**config.mk**
```make
export PLATFORM = sky130hd
export DESIGN_NAME = updn_dual_counter
export DESIGN_NICKNAME = d
export VERILOG_FILES = /design/src/rtl/updn_pkg.sv /design/src/rtl/updn_edge_sync.sv /design/src/rtl/updn_step_decode.sv /design/src/rtl/updn_count_core.sv /design/src/rtl/updn_limit_flag.sv /design/src/rtl/updn_dual_counter.sv
export SDC_FILE = /design/constraint.sdc
export NUM_CORES = 1
export LEC_CHECK = 0
export BUFFER_PORTS_ARGS = -buffer_cell sky130_fd_sc_hd__buf_2
export CAP_MARGIN = 20
export CORE_AREA = 2 2 39 41
export DETAILED_ROUTE_END_ITERATION = 8
export DIE_AREA = 0 0 41 43
export HOLD_SLACK_MARGIN = 0.15
export SKIP_LAST_GASP = 1
export SLEW_MARGIN = 20
export SYNTH_ARGS = -nofsm -noshare
export SYNTH_HDL_FRONTEND = slang
export SYNTH_SLANG_ARGS = --single-unit
```
**constraint.sdc**
```tcl
create_clock -name clk -period 3.1 [get_ports clk]
set_clock_uncertainty 0.05 [all_clocks]
set_input_delay 0.155 -clock clk [delete_from_list [all_inputs] [get_ports clk]]
set_output_delay 0.155 -clock clk [all_outputs]
set_load 0.02 [all_outputs]
```
**src/rtl/updn_pkg.sv**
```systemverilog
package updn_pkg;

    typedef enum logic [1:0] {
        STEP_NONE  = 2'd0,
        STEP_INC   = 2'd1,
        STEP_DEC   = 2'd2,
        STEP_FAULT = 2'd3
    } step_e;

endpackage

```
**src/rtl/updn_edge_sync.sv**
```systemverilog
module updn_edge_sync #(
    parameter int STAGES = 2
) (
    input  logic clk,
    input  logic clr,
    input  logic din,
    output logic level,
    output logic rise
);
    localparam int LAST = STAGES - 1;

    typedef struct packed {
        logic [STAGES-1:0] chain;
        logic              prev;
    } sync_t;

    sync_t sync_d, sync_q;

    always_comb begin
        sync_d.chain[0] = din;
        for (int i = 1; i < STAGES; i++) begin
            sync_d.chain[i] = sync_q.chain[i-1];
        end
        sync_d.prev = sync_q.chain[LAST];
    end

    // Idle level of a count input is high; resetting to ones avoids a
    // spurious rise right after clear.
    always_ff @(posedge clk or posedge clr) begin
        if (clr) sync_q <= '1;
        else     sync_q <= sync_d;
    end

    assign level = sync_q.chain[LAST];
    assign rise  = sync_q.chain[LAST] & ~sync_q.prev;

endmodule

```
**src/rtl/updn_step_decode.sv**
```systemverilog
module updn_step_decode
    import updn_pkg::*;
(
    input  logic  up_lvl,
    input  logic  up_rise,
    input  logic  dn_lvl,
    input  logic  dn_rise,
    output step_e step
);
    always_comb begin
        if (up_rise && dn_rise)  step = STEP_FAULT;
        else if (up_rise)        step = dn_lvl ? STEP_INC : STEP_FAULT;
        else if (dn_rise)        step = up_lvl ? STEP_DEC : STEP_FAULT;
        else                     step = STEP_NONE;
    end
endmodule

```
**src/rtl/updn_count_core.sv**
```systemverilog
module updn_count_core
    import updn_pkg::*;
#(
    parameter int W = 4
) (
    input  logic         clk,
    input  logic         clr,
    input  logic         load_n,
    input  logic [W-1:0] data_in,
    input  step_e        step,
    output logic [W-1:0] count,
    output logic         fault
);
    typedef struct packed {
        logic [W-1:0] count;
        logic         fault;
    } core_t;

    core_t core_d, core_q;

    always_comb begin
        core_d = core_q;
        if (!load_n) begin
            core_d.count = data_in;
        end else begin
            case (step)
                STEP_INC: core_d.count = core_q.count + 1'b1;
                STEP_DEC: core_d.count = core_q.count - 1'b1;
                default:  core_d.count = core_q.count;
            endcase
        end
        if (step == STEP_FAULT) core_d.fault = 1'b1;
    end

    always_ff @(posedge clk or posedge clr) begin
        if (clr) core_q <= '0;
        else     core_q <= core_d;
    end

    assign count = core_q.count;
    assign fault = core_q.fault;

endmodule

```
**src/rtl/updn_limit_flag.sv**
```systemverilog
module updn_limit_flag #(
    parameter int W      = 4,
    parameter bit AT_TOP = 1'b1
) (
    input  logic [W-1:0] count,
    input  logic         lvl,
    output logic         flag_n
);
    localparam logic [W-1:0] LIMIT = AT_TOP ? {W{1'b1}} : {W{1'b0}};

    assign flag_n = ~((count == LIMIT) & ~lvl);
endmodule

```
**src/rtl/updn_dual_counter.sv**
```systemverilog
module updn_dual_counter
    import updn_pkg::*;
#(
    parameter int CNT_W       = 4,
    parameter int SYNC_STAGES = 2
) (
    input  logic             clk,
    input  logic             clr,
    input  logic             load_n,
    input  logic [CNT_W-1:0] data_in,
    input  logic             inc_in,
    input  logic             dec_in,
    output logic [CNT_W-1:0] count_o,
    output logic             carry_n,
    output logic             borrow_n,
    output logic             fault_o
);
    logic  up_lvl, up_rise, dn_lvl, dn_rise;
    step_e step;

    updn_edge_sync #(.STAGES(SYNC_STAGES)) u_up_sync (
        .clk(clk), .clr(clr), .din(inc_in), .level(up_lvl), .rise(up_rise)
    );

    updn_edge_sync #(.STAGES(SYNC_STAGES)) u_dn_sync (
        .clk(clk), .clr(clr), .din(dec_in), .level(dn_lvl), .rise(dn_rise)
    );

    updn_step_decode u_decode (
        .up_lvl(up_lvl), .up_rise(up_rise),
        .dn_lvl(dn_lvl), .dn_rise(dn_rise),
        .step(step)
    );

    updn_count_core #(.W(CNT_W)) u_core (
        .clk(clk), .clr(clr), .load_n(load_n), .data_in(data_in),
        .step(step), .count(count_o), .fault(fault_o)
    );

    updn_limit_flag #(.W(CNT_W), .AT_TOP(1'b1)) u_carry (
        .count(count_o), .lvl(up_lvl), .flag_n(carry_n)
    );

    updn_limit_flag #(.W(CNT_W), .AT_TOP(1'b0)) u_borrow (
        .count(count_o), .lvl(dn_lvl), .flag_n(borrow_n)
    );

endmodule

```
==> results.md <==
* Routed vias at 449
* Max rail drop VDD at 0.000231 V
* Num rows at 14
* FF-to-FF path depth at 6
* Vias per inst at 4.99
* CP Class: reg2reg
* Pwr/cell area at 444 nW/um^2
* Crit Path Max Fanout at 7
* Relative slew slack at 0.722
* Worst hold path type: in2reg
* Crit. path cell count at 6
* Pleak at 0.299 nW
* Starting DRT DRC Count at 2
* Core ar. at 1380 um^2
* Ys Warns at 0
* Antenna diodes at 0
* Syn nets at 58
* Fin crit period at 2.50 ns
* Crit path launch type: flop
* Cell family with most CP delay: simple AND/OR/NAND/NOR gates
* Worst-Margin Slew at 0.416 ns
* # IOs at 16
* Tot Pwr at 0.324 mW
* Clock Path Buffers at 2
* Maximum clock frequency at 401 MHz
* CP endpoint kind: flop
* Final hold violation count at 0
* Root Buffer: clkbuf_4
* Layout cells sized above 1 at 0.365
* Status: finished clean
* DRC at 0
* Setup tns final at 0 ns
* Tcrit/Tclk final at 0.805
* Total length of routed wires at 1.06 mm
* Worst-path clk slew at 0.07 ns
* Worst path max stage delay at 0.59 ns
* Largest net degree at the start of global routing at 12
* Yosys cell types at 23
* Cell Area, Synth at 532 um^2
* Initial antenna violation count at 0
* Required time of the worst setup path at 3.25 ns
* #FFs+latches synth at 11
* Crit path DAT at 2.65 ns
* Worst Path Buf+Inv at 1
* Antenna viol nets, final at 0
* Register area share after synthesis at 0.532
* Avg Inst Size Synth at 11.1 um^2
* GRT Util Overall at 0.158
* GPL Wtd Cong at 0.697
* Dpl cells at 78
* Global-route wire length before repair at 1.80 mm
* Hold Crit Depth at 2
* Post-detail-place hpwl at 734 um
* RSZ-0062 raised after global routing: no
* Die footprint at 1760 um^2
* Final Max Slew Viols at 0
* Port bufs at 15
* Overflow after GRT at 0
* Top cell type's share of synthesized area at 0.296
* Synth area leaders: dfstp_2 30%, dfrtp_1 24%, o221ai_1 4.9%
* Cell taking the most area after synthesis: dfstp_2
* Flop2flop setup slack at 0.60 ns
* Die width at 41 um
* Critical Path, Cell by Cell: nand4b_1 > xnor2_1 > ha_1 > or3b_2 > a31oi_1 > dlygate4sd3_1
* Initial core utilization at 0.384
* DRT Pass-1 Iters at 4
* Synth Instances at 48
* Worst skew pair latency at 0.26 ns
* Critical path's slowest cell: dfstp_2
* CTS resizes at 0
* CTS buffer count at 3
* Vias in the first global route at 418
* Fin util at 0.527
* Die height at 43 um
* Area growth syn-to-layout at 37.2%
* Layout Cells excl Fill at 90
* Max cap viols at 0
* Max H-tree Level at 1
* Final setup fails at 0
* Fillcell total at 131
* WL/cell at 11.8 um
* CTS tree: built
* Setup Fix Bufs, Post-CTS at 0
* Worst hold slack at 0.161 ns
* Clock sink count at 11
* # nets final at 85
==> cells by family (layout without fill, tap and decap cells) <==
logic type      count (synthesis)  in the layout  share of synthesized area
flops                          11             11                      0.532
compound gates                 12             12                      0.162
buf+inv                         5             31                     0.0353
xor+xnor                        2              2                     0.0329
simple gates                   17             17                      0.214
fa+ha+maj                       1              1                     0.0235
==> area by class of cell <==
type,count,area (um^2),area share
Sequential cell,11,283,0.388
Tap cell,16,20.0,0.0274
Inverter,4,15.0,0.0206
Clock buffer,4,26.3,0.0360
Multi-Input combinational cell,32,230,0.316
Timing Repair Buffer,23,155,0.213
==> registers in the layout, summed over array words and instances (netlist names) <==
signal and cells:
u_core.count 4, u_core.fault 1, u_dn_sync.level 1, u_dn_sync.sync_d 1
u_dn_sync.sync_q 1, u_up_sync.level 1, u_up_sync.sync_d 1, u_up_sync.sync_q 1
==> per-stage QoR <==
step	cell area, um^2	worst slack [ns]
floorplan	532	0.935
global placement	623	0.862
detailed placement	623	0.843
CTS	729	0.634
global route	729	0.444
finish	729	0.604
==> final timing paths <==
| check | start | to |
|---|---|---|
| max | u_up_sync.level$_DFF_PP1_ | u_core.count[1]$_DFFE_PP0P_ |
| min | load_n | u_core.count[0]$_DFFE_PP0P_ |
| max reg2reg | u_up_sync.level$_DFF_PP1_ | u_core.count[1]$_DFFE_PP0P_ |
| min reg2reg | u_dn_sync.sync_d[2]$_DFF_PP1_ | u_dn_sync.level$_DFF_PP1_ |
| max in group asynchronous | clr | u_dn_sync.sync_q[0]$_DFF_PP1_ |
| min in group asynchronous | clr | u_core.count[0]$_DFFE_PP0P_ |
==> cells in the mapped netlist (all sizes together) <==
master,n
or3b,2
nor2,2
a22oi,1
a21oi,1
or4b,1
nand4b,2
o22a,1
nand2,2
nand2b,2
dfrtp,5
o21ai,3
or3,3
ha,1
o221ai,3
dfstp,6
and2,1
a2111o,1
a31oi,2
nand3b,1
xnor2,2
inv,4
buf,1
nand3,1
==> layer usage <==
layer	up-vias	share of wire	track usage	wire [um]
met5	-	0	0	0
met1	203	0.50	0.209	532
met3	2	0.045	0.0471	48
met2	11	0.43	0.206	460
li1	233	-	-	-
met4	0	0.019	0.120	20
==> power breakdown <==
| group | internal (mW) | total [mW] | switching, mW |
|---|---|---|---|
| combinational | 0.0298 | 0.0585 | 0.0287 |
| sequential | 0.156 | 0.168 | 0.0118 |
| clock | 0.0497 | 0.0972 | 0.0475 |
==> cell usage in the layout, fill, tap and decap left out <==
| master | count |
|---|---|
| o21ai_0 | 3 |
| and2_1 | 1 |
| dlygate4sd3_1 | 8 |
| or3_1 | 3 |
| nor2_1 | 2 |
| clkbuf_1 | 1 |
| nand2_1 | 2 |
| or3b_2 | 2 |
| dfstp_2 | 6 |
| dfrtp_1 | 5 |
| nand3_1 | 1 |
| xnor2_1 | 2 |
| nand4b_1 | 2 |
| buf_2 | 15 |
| o221ai_1 | 3 |
| ha_1 | 1 |
| or4b_4 | 1 |
| clkbuf_4 | 3 |
| nand3b_1 | 1 |
| a22oi_1 | 1 |
| nand2b_1 | 2 |
| a21oi_1 | 1 |
| inv_1 | 4 |
| o22a_1 | 1 |
| a31oi_1 | 2 |
| a2111o_1 | 1 |
==> what timing repair did <==
action | 4_1_cts | 5_1_grt
hold buffers | 8 | 0
setup endpoints to repair | 0 | 0
endpoints found under the hold margin | 12 | 0
No activity file was read; power rests on OpenSTA's default activity.
